===== src/rtl/ts_pkg.sv =====
package ts_pkg;
  localparam int STAMP_W     = 64;
  localparam int WORD_W      = 32;
  localparam int CNT_FIELD_W = 8;
  localparam int CTRL_W      = 4;
  localparam int N_LANES     = 2;
  // lane 1 = receive, lane 0 = transmit; flush bit = 2*lane+1, fetch bit = 2*lane
  localparam int LANE_RX = 1;
  localparam int LANE_TX = 0;
endpackage


===== src/rtl/ts_fifo.sv =====
module ts_fifo #(
  parameter int DEPTH = 16,
  parameter int W     = 64,
  localparam int CNT_W = $clog2(DEPTH + 1),
  localparam int PTR_W = (DEPTH > 1) ? $clog2(DEPTH) : 1
) (
  input  logic             clk_i,
  input  logic             rst_ni,
  input  logic             flush_i,
  input  logic             push_i,
  input  logic [W-1:0]     data_i,
  input  logic             pop_i,
  output logic [W-1:0]     head_o,
  output logic [CNT_W-1:0] count_o
);
  localparam logic [CNT_W-1:0] FULL_CNT = CNT_W'(DEPTH);
  localparam logic [PTR_W-1:0] LAST_PTR = PTR_W'(DEPTH - 1);

  logic [W-1:0]     mem [DEPTH];
  logic [PTR_W-1:0] wr_ptr, rd_ptr;
  logic             push_ok, pop_ok;

  assign push_ok = push_i && !flush_i && (count_o != FULL_CNT);
  assign pop_ok  = pop_i  && !flush_i && (count_o != '0);
  assign head_o  = mem[rd_ptr];

  always_ff @(posedge clk_i) begin
    if (push_ok) mem[wr_ptr] <= data_i;
  end

  always_ff @(posedge clk_i or negedge rst_ni) begin
    if (!rst_ni) begin
      wr_ptr  <= '0;
      rd_ptr  <= '0;
      count_o <= '0;
    end else if (flush_i) begin
      wr_ptr  <= '0;
      rd_ptr  <= '0;
      count_o <= '0;
    end else begin
      if (push_ok) wr_ptr <= (wr_ptr == LAST_PTR) ? '0 : wr_ptr + 1'b1;
      if (pop_ok)  rd_ptr <= (rd_ptr == LAST_PTR) ? '0 : rd_ptr + 1'b1;
      case ({push_ok, pop_ok})
        2'b10:   count_o <= count_o + 1'b1;
        2'b01:   count_o <= count_o - 1'b1;
        default: count_o <= count_o;
      endcase
    end
  end


  no_overflow_chk: assert property (@(posedge clk_i) disable iff (!rst_ni)
    count_o <= FULL_CNT);

  full_drop_chk: assert property (@(posedge clk_i) disable iff (!rst_ni)
    (count_o == FULL_CNT && push_i && !pop_i && !flush_i) |=> count_o == FULL_CNT);

  push_pop_keep_chk: assert property (@(posedge clk_i) disable iff (!rst_ni)
    (push_i && pop_i && !flush_i && count_o != '0 && count_o != FULL_CNT) |=> $stable(count_o));

  empty_pop_chk: assert property (@(posedge clk_i) disable iff (!rst_ni)
    (pop_i && !push_i && count_o == '0) |=> count_o == '0);
endmodule


===== src/rtl/ts_lane.sv =====
module ts_lane #(
  parameter int DEPTH = 16,
  localparam int W     = ts_pkg::STAMP_W,
  localparam int CNT_W = $clog2(DEPTH + 1)
) (
  input  logic             clk_i,
  input  logic             rst_ni,
  input  logic             flush_i,
  input  logic             req_i,
  input  logic             push_i,
  input  logic [W-1:0]     stamp_i,
  output logic             ready_o,
  output logic [W-1:0]     hold_o,
  output logic [CNT_W-1:0] count_o
);
  logic         req_d;
  logic         pop;
  logic [W-1:0] head;

  assign pop = req_i && !req_d && !flush_i && (count_o != '0);

  ts_fifo #(.DEPTH(DEPTH), .W(W)) u_fifo (
    .clk_i   (clk_i),
    .rst_ni  (rst_ni),
    .flush_i (flush_i),
    .push_i  (push_i),
    .data_i  (stamp_i),
    .pop_i   (pop),
    .head_o  (head),
    .count_o (count_o)
  );

  always_ff @(posedge clk_i or negedge rst_ni) begin
    if (!rst_ni) begin
      req_d   <= 1'b0;
      ready_o <= 1'b0;
      hold_o  <= '0;
    end else begin
      req_d <= req_i;
      if (flush_i) begin
        ready_o <= 1'b0;
        hold_o  <= '0;
      end else if (pop) begin
        ready_o <= 1'b1;
        hold_o  <= head;
      end else if (!req_i) begin
        ready_o <= 1'b0;
      end
    end
  end


  ready_needs_entry_chk: assert property (@(posedge clk_i) disable iff (!rst_ni)
    $rose(ready_o) |-> $past(count_o) != '0);

  ready_drop_chk: assert property (@(posedge clk_i) disable iff (!rst_ni)
    !req_i |=> !ready_o);

  held_req_stable_chk: assert property (@(posedge clk_i) disable iff (!rst_ni)
    (req_i && $past(req_i) && !flush_i) |=> $stable(hold_o));

  flush_clears_chk: assert property (@(posedge clk_i) disable iff (!rst_ni)
    flush_i |=> (count_o == '0 && !ready_o && hold_o == '0));
endmodule


===== src/rtl/ts_queue_ctrl.sv =====
module ts_queue_ctrl #(
  parameter int DEPTH = 16
) (
  input  logic        clk_i,
  input  logic        rst_ni,
  input  logic        ctrl_wr_i,
  input  logic [3:0]  ctrl_wdata_i,
  output logic [3:0]  ctrl_rdata_o,
  input  logic        rx_push_i,
  input  logic [63:0] rx_stamp_i,
  input  logic        tx_push_i,
  input  logic [63:0] tx_stamp_i,
  output logic [31:0] rx_status_o,
  output logic [31:0] tx_status_o,
  output logic [31:0] rx_data_hi_o,
  output logic [31:0] rx_data_lo_o,
  output logic [31:0] tx_data_hi_o,
  output logic [31:0] tx_data_lo_o
);
  import ts_pkg::*;
  localparam int CNT_W = $clog2(DEPTH + 1);

  logic [CTRL_W-1:0]  ctrl_q;
  logic [N_LANES-1:0] push, ready;
  logic [STAMP_W-1:0] stamp [N_LANES];
  logic [STAMP_W-1:0] hold  [N_LANES];
  logic [CNT_W-1:0]   count [N_LANES];
  logic [WORD_W-1:0]  status [N_LANES];

  always_ff @(posedge clk_i or negedge rst_ni) begin
    if (!rst_ni)        ctrl_q <= '0;
    else if (ctrl_wr_i) ctrl_q <= ctrl_wdata_i;
  end

  assign push[LANE_RX]  = rx_push_i;
  assign push[LANE_TX]  = tx_push_i;
  assign stamp[LANE_RX] = rx_stamp_i;
  assign stamp[LANE_TX] = tx_stamp_i;

  for (genvar g = 0; g < N_LANES; g++) begin : g_lane
    ts_lane #(.DEPTH(DEPTH)) u_lane (
      .clk_i   (clk_i),
      .rst_ni  (rst_ni),
      .flush_i (ctrl_q[2*g+1]),
      .req_i   (ctrl_q[2*g]),
      .push_i  (push[g]),
      .stamp_i (stamp[g]),
      .ready_o (ready[g]),
      .hold_o  (hold[g]),
      .count_o (count[g])
    );
    assign status[g] = {{(WORD_W-CNT_FIELD_W){1'b0}}, CNT_FIELD_W'(count[g])};
    assign ctrl_rdata_o[2*g+1] = ctrl_q[2*g+1];
    assign ctrl_rdata_o[2*g]   = ready[g];
  end

  assign rx_status_o  = status[LANE_RX];
  assign tx_status_o  = status[LANE_TX];
  assign rx_data_hi_o = hold[LANE_RX][STAMP_W-1:WORD_W];
  assign rx_data_lo_o = hold[LANE_RX][WORD_W-1:0];
  assign tx_data_hi_o = hold[LANE_TX][STAMP_W-1:WORD_W];
  assign tx_data_lo_o = hold[LANE_TX][WORD_W-1:0];


  status_upper_zero_chk: assert property (@(posedge clk_i) disable iff (!rst_ni)
    rx_status_o[31:8] == '0 && tx_status_o[31:8] == '0);

  flush_readback_chk: assert property (@(posedge clk_i) disable iff (!rst_ni)
    ctrl_wr_i |=> (ctrl_rdata_o[3] == $past(ctrl_wdata_i[3]) && ctrl_rdata_o[1] == $past(ctrl_wdata_i[1])));
endmodule


===== config.mk =====
export PLATFORM = sky130hd
export DESIGN_NAME = ts_queue_ctrl
export DESIGN_NICKNAME = d
export VERILOG_FILES = /design/src/rtl/ts_pkg.sv /design/src/rtl/ts_fifo.sv /design/src/rtl/ts_lane.sv /design/src/rtl/ts_queue_ctrl.sv
export SDC_FILE = /design/constraint.sdc
export NUM_CORES = 2
export LEC_CHECK = 0
export BUFFER_PORTS_ARGS = -buffer_cell sky130_fd_sc_hd__buf_4
export CORE_AREA = 2 2 431 433
export CTS_CLUSTER_DIAMETER = 40
export DETAILED_ROUTE_END_ITERATION = 7
export DIE_AREA = 0 0 433 435
export PLACE_DENSITY_LB_ADDON = 0.3
export SKIP_LAST_GASP = 1
export SYNTH_ARGS = -nofsm -noshare
export SYNTH_HDL_FRONTEND = slang
export SYNTH_HIERARCHICAL = 1
export SYNTH_SLANG_ARGS = --single-unit
export TNS_END_PERCENT = 10

===== constraint.sdc =====
create_clock -name clk_i -period 6.12 [get_ports clk_i]
set_clock_uncertainty 0.15 [all_clocks]
set_input_delay 0.612 -clock clk_i [delete_from_list [all_inputs] [get_ports clk_i]]
set_output_delay 0.612 -clock clk_i [all_outputs]
set_load 0.01 [all_outputs]

# Yosys cells after proc, flatten, opt, wreduce, memory -nomap -nowiden

Memory sizes are Yosys's and may differ from the RTL's.
Cells that the tools add are included.
W data, S select, Z words.

$add $sub $neg: 8
Multiply operators: 0
Divide/modulo/power cells: 0
$lt $le $gt $ge: 0
Equality and inequality tests: 12
Shift-type cells: 0
Mux-type cells: 30
Bitwise gates (word level): 0
Reductions and logical operators: 28

Operator list:

| kind                  | number |
|---|---|
| $mux W64              | 4 |
| $mux W4               | 12 |
| $pmux W5 S2           | 2 |
| $add A4 B1 Y4 const B | 4 |
| $eq A4 B4 Y1 const B  | 4 |
| $logic_and A1 B1 Y1   | 14 |
| $reduce_bool A2 Y1    | 6 |
| $add A5 B1 Y5 const B | 2 |
| $mux W1               | 10 |
| $mux W5               | 2 |
| $ne A5 B5 Y1 const B  | 2 |
| $reduce_bool A5 Y1    | 2 |
| $sub A5 B1 Y5 const B | 2 |
| $ne A3 B1 Y1 const B  | 2 |
| $reduce_bool A3 Y1    | 2 |
| $eq A2 B1 Y1 const B  | 2 |
| $eq A2 B2 Y1 const B  | 2 |
| $logic_not A1 Y1      | 4 |

Register bits after elaboration: 162
Bits in latches: 0
Memory bits (writable): 2048
Memory bits (read-only): 0
Bits of input ports: 137
Output and inout port bits: 196
Word-level logic and storage cells: 93
Memories: 2

Memory list:

| memory                      | words | width | rd ports | clocked after memory_dff | wr ports | line          | RTL |
|---|---|---|---|---|---|---|---|
| g_lane[0].u_lane.u_fifo.mem | 16    | 64    | 1        | 0                        | 1        | ts_fifo.sv:19 | `logic [W-1:0] mem [DEPTH];` |
| g_lane[1].u_lane.u_fifo.mem | 16    | 64    | 1        | 0                        | 1        | ts_fifo.sv:19 |  |

# Longest topological paths before layout

Word-level depth: 9
Mapped depth: 15
Mapped depth without buffers: 12

# Cells and area by module

The synthesis kept the hierarchy.

By module, submodules not included:

| module                            | times used | cells an instance | area an instance (µm²) | seq. area each (µm²) |
|---|---|---|---|---|
| ts_fifo (g_lane[0].u_lane.u_fifo) | 1          | 2032              | 40045.9                | 31074.8 |
| ts_fifo (g_lane[1].u_lane.u_fifo) | 1          | 1547              | 39371.5                | 31074.8 |
| ts_lane                           | 2          | 215               | 3044.2                 | 1651.6 |
| ts_queue_ctrl                     | 1          | 65                | 569.3                  | 100.1 |

# Worst setup path before layout

OpenSTA, ideal clock, no wires.

Kind: input-to-reg
From: input port tx_push_i
To: memory g_lane[0].u_lane.u_fifo.mem[3][0] (enable)
Library setup time: 0.565 ns
Arrival: 5.875 ns
Required time: 5.405 ns
Setup slack: -0.470 ns
Stages: 6
Path buffers: 1
Cells stage by stage: clkbuf_1 > inv_1 > a21oi_2 > and2_1 > nand2_1 > nor3_1

Longest elaborated chain between the ends: 4

Ends and longest elaborated chain:

| element                           | line                | RTL |
|---|---|---|
| start, declared                   | ts_queue_ctrl.sv:11 | `input logic tx_push_i,` |
| $logic_and A1 B1 Y1 (2 in series) | ts_fifo.sv:23       | `assign push_ok = push_i && !flush_i && (count_o != FULL_CNT);` |
| $mux W1                           | ts_fifo.sv:28       | `if (push_ok) mem[wr_ptr] <= data_i;` |
| $mux W1 (not written as such)     | ts_fifo.sv:28       |  |
| end, declared                     | ts_fifo.sv:19       |  |

No other way between the ends.

# Worst setup path after layout

From: register ctrl_q[1]
To: register g_lane[0].u_lane.u_fifo.count_o[4]

Longest elaborated chain between the ends: 8
Elaborated cells between the ends (all ways): 12
Those cells by class: 2 x eq/ne; 2 x mux; 8 x reduce/logical

Ends and longest elaborated chain:

| element                                             | line                | RTL |
|---|---|---|
| start, declared                                     | ts_queue_ctrl.sv:23 | `logic [CTRL_W-1:0] ctrl_q;` |
| start signal, assigned                              | ts_queue_ctrl.sv:32 | `else if (ctrl_wr_i) ctrl_q <= ctrl_wdata_i;` |
| $logic_not A1 Y1 *                                  | ts_lane.sv:20       | `assign pop = req_i && !req_d && !flush_i && (count_o != '0);` |
| $logic_and A1 B1 Y1 * (2 in series)                 | ts_lane.sv:20       |  |
| named net g_lane[0].u_lane.pop                      | ts_lane.sv:17       | `logic pop;` |
| $logic_and A1 B1 Y1 * (2 in series)                 | ts_fifo.sv:24       | `assign pop_ok = pop_i && !flush_i && (count_o != '0);` |
| $eq A2 B1 Y1 / $eq A2 B2 Y1 (equally long branches) | ts_fifo.sv:43       | `case ({push_ok, pop_ok})` |
| $pmux W5 S2                                         | ts_fifo.sv:43       |  |
| $mux W5                                             | ts_fifo.sv:36       | `end else if (flush_i) begin` |
| end signal, assigned                                | ts_fifo.sv:44       | `2'b10: count_o <= count_o + 1'b1;` |
| end signal, assigned                                | ts_fifo.sv:45       | `2'b01: count_o <= count_o - 1'b1;` |
| end signal, assigned                                | ts_fifo.sv:46       | `default: count_o <= count_o;` |
| end, declared                                       | ts_fifo.sv:14       | `output logic [CNT_W-1:0] count_o` |

Mark *: on every way through the listed nets, which the timed path passes. The rest lies on a longest branch.
A chain may end at the register's enable or synchronous reset.

==> summary.txt <==
Status
  – Outcome: finished clean

Synthesis
  – Async set-reset flop share out of synthesis: 7.33%
  – Post-synth EDFFs: 2048
  – Syn Area/Cell: 21.1 um^2
  – Cells after Synth: 4074
  – Ys flop type: edfxtp_1
  – Synth Register Bits: 2210
  – Mapped Area: 86100 um^2
  – Post-synthesis sequential area ratio: 76.2%
  – Yosys warnings: 6
  – Netlist cell types: 67

Clock tree
  – Root Buffer: clkbuf_16
  – Skew-Pair Late Insertion Delay: 920 ps
  – Clock sink total: 2210
  – CTS Buffer Depth: 4
  – CTS tree: yes
  – Post_cts resized: 0
  – Clock slew at reported path FFs: 60 ps
  – H-tree depth: 5
  – TritonCTS buffer count: 310

Routing
  – Routed vias/inst: 5.69
  – Antenna viol nets, final: 0
  – Drt total wl: 199000 um
  – WL/cell: 26.9 um
  – Drt first pass iters: 6
  – Drt drc: 0
  – DRT iter0 DRCs: 4030
  – Routed via count: 42004

Global routing
  – Busiest layer in global routing: met2
  – Remaining Overflow, GRT: 0
  – Largest net degree at the start of global routing: 107
  – Met3 Usage GRT: 3.92%
  – Global-route wire length before repair: 293000 um
  – Global Route Usage Sum: 21.1%
  – Routing usage on met2: 36.4%
  – Initial antenna violation count: 21
  – Vias in the first global route: 43755
  – GRT met1 Usage: 27.3%

Critical path
  – Worst path slowest cell: dfrtp_4
  – Worst R2R Setup Slack: 1990 ps
  – CP startpoint kind: register
  – Crit path DAT: 4820 ps
  – Worst Setup Path Type: reg2reg
  – R2r worst-path depth: 11
  – Reg2reg start: ctrl_q[1]$_DFFE_PN0P_
  – Worst flop-to-flop path endpoint: g_lane[0].u_lane/u_fifo/count_o[4]$_DFFE_PN0P_
  – CP required: 6820 ps
  – Crit. End Element: register
  – Worst-path cell chain: nand2b_1 > a211o_4 > inv_1 > nor3b_1 > mux2i_2 > xnor2_1 > ha_1 > o31ai_1 > a21oi_1 > or4_1 > nand3_1
  – CP max stage delay: 720 ps
  – Crit-path max FO: 45

Power and ir drop
  – Worst VDD drop: 0.251 mV
  – Logic pwr share: 5.2%
  – Net switching component of the power: 7.87 mW
  – Lkg Pwr: 33.7 nW
  – Power per standard cell area: 353 nW/um^2
  – Design Power: 36.2 mW
  – Clock power frac: 48.0%
  – Internal power: 28.4 mW
  – Sequential Power Share: 46.8%
  – Sw Share: 21.7%

Layout
  – Final non-filler cell total: 7378
  – Commonest non-fill, non-tap cells in the layout: 2048 x edfxtp_1, 448 x mux4_2, 329 x buf_4
  – Multi-input logic area: 19400 um^2
  – Sequential cell area: 65600 um^2
  – Share of cells above drive strength 1: 31.9%
  – Filler Cell Count: 13588
  – Final #Nets: 4807
  – Layout area overhead: 19.3%
  – Most common cell after layout, fill and taps aside: edfxtp_1

Timing
  – Fin Hold WS: 198 ps
  – Slew @ Worst Pin: 1230 ps
  – Setup TNS: 0 ps
  – Max Clock Freq: 242 MHz
  – Final setup viols: 0
  – Fin. max-slew vios: 0
  – Period minus WS final: 4130 ps
  – Relative slew slack: 17.9%
  – RSZ-0062 raised after global routing: false
  – Final WS setup: 1990 ps
  – Tcrit/Tclk final: 67.5%
  – Fin. Hold Viols: 0

Hold path
  – Worst Hold Class: in2async

Floorplanning
  – Row count: 158
  – I/O pin count: 333
  – Die H: 435 um
  – Core Region: 184000 um^2
  – Initial Util: 46.8%
  – Die area: 188000 um^2
  – Die width: 433 um

Flow run
  – Max_cap viols: 0

Placed design
  – # placed instances: 6685
  – Post-DP HPWL: 100000 um
  – Pre-CTS WS: 1990 ps
  – Final Wtd Congestion: 0.732
  – Buffers on Ports: 278
metal layers:
layer / share of wire [%] / wire length, um / vias up
li1: - / - / 17946
met5: 0.022 / 43 / -
met1: 40 / 78500 / 22293
met4: 2.6 / 5210 / 8
met3: 5.9 / 11800 / 368
met2: 52 / 103000 / 1389
synth_stat cells, types with 5 or more instances:
library cell,number,area share (%)
edfxtp_1,2048,71
nand2_1,91,0.40
buf_6,12,0.16
mux4_2,448,12
nor2b_1,131,0.95
buf_2,74,0.43
ha_1,14,0.20
nor2_1,33,0.14
a22oi_1,65,0.57
and2_1,14,0.10
mux2i_1,192,2.2
mux2_2,120,1.6
buf_1,11,0.048
a221oi_1,64,0.65
buf_4,60,0.52
clkbuf_1,120,0.52
xnor2_1,7,0.071
nor3_1,9,0.052
nand3_1,5,0.029
o21ai_0,139,0.81
dfrtp_1,162,4.7
inv_1,19,0.083
a21oi_1,84,0.49
mux2_4,77,1.3
sequential cells by signal (all words and copies together) (netlist names):
name / count
g_lane.u_lane/u_fifo/mem: 2048
g_lane.u_lane/hold_o: 128
g_lane.u_lane/u_fifo/count_o: 10
g_lane.u_lane/u_fifo/rd_ptr: 8
g_lane.u_lane/u_fifo/wr_ptr: 8
ctrl_q: 4
g_lane.u_lane/ready_o: 2
g_lane.u_lane/req_d: 2
critical path, delay by kind of cell (launching register included):
family                   cells  cell delay [ps]
AO/OA/AOI/OAI                3              930
XOR/XNOR                     1              160
adder cells (fa/ha/maj)      1              230
buffers and inverters        1              410
flip-flops                   1              720
multiplexers                 1              200
AND/OR/NAND/NOR              4             1240
power by group through the flow:
stage          combinational (mW)  sequential, mW  clock (mW)
2_1_floorplan                1.09            17.2           0
3_3_place_gp                 1.80            17.3           0
3_5_place_dp                 1.82            17.3           0
4_1_cts                      1.92            17.0        17.7
5_1_grt                      2.03            17.0        18.3
6_report                     1.89            17.0        17.4
worst max-delay path by stage:
stage / start / cells past startpoint / endpoint / slack [ps]
after floorplan: tx_push_i / 6 / g_lane[0].u_lane/u_fifo/mem[0][0]$_DFFE_PP_ / -470
after global placement: ctrl_q[1]$_DFFE_PN0P_ / 11 / g_lane[0].u_lane/u_fifo/count_o[4]$_DFFE_PN0P_ / 1890
after detailed placement: ctrl_q[1]$_DFFE_PN0P_ / 11 / g_lane[0].u_lane/u_fifo/count_o[4]$_DFFE_PN0P_ / 1990
after CTS: ctrl_q[1]$_DFFE_PN0P_ / 11 / g_lane[0].u_lane/u_fifo/count_o[4]$_DFFE_PN0P_ / 1980
after global routing: ctrl_q[1]$_DFFE_PN0P_ / 11 / g_lane[0].u_lane/u_fifo/count_o[4]$_DFFE_PN0P_ / 1640
final: ctrl_q[1]$_DFFE_PN0P_ / 11 / g_lane[0].u_lane/u_fifo/count_o[4]$_DFFE_PN0P_ / 1990
kinds of logic after synthesis:
family                   share of synthesized area (%)
flip-flops                                        76.2
buffers and inverters                             1.77
other                                          0.00436
XOR/XNOR                                         0.112
AND/OR/NAND/NOR                                   1.96
multiplexers                                      16.9
AO/OA/AOI/OAI                                     2.91
adder cells (fa/ha/maj)                          0.204
cell type report:
| class | count | area share [%] |
|---|---|---|
| inverter | 20 | 0.0731 |
| clock inverter | 188 | 1.93 |
| sequential | 2210 | 63.9 |
| timing repair buffer | 494 | 4.26 |
| clock buffer | 353 | 7.93 |
| tap | 2480 | 3.02 |
| multi-input combinational | 1620 | 18.9 |
| antenna | 13 | 0.0317 |
through the flow:
| stage | instance area [um^2] | utilization, % |
|---|---|---|
| floorplan | 86300 | - |
| global placement | 91200 | 49.5 |
| detailed placement | 91200 | 49.5 |
| CTS | 103000 | 55.8 |
| global route | 103000 | 55.8 |
| finish | 103000 | 55.8 |
what timing repair did:
item / 4_1_cts / 5_1_grt
setup buffers: 0 / 0
hold buffers: 139 / 0
hold endpoints to repair: 2113 / 0
Note: power is estimated with default switching activity, not from simulation.
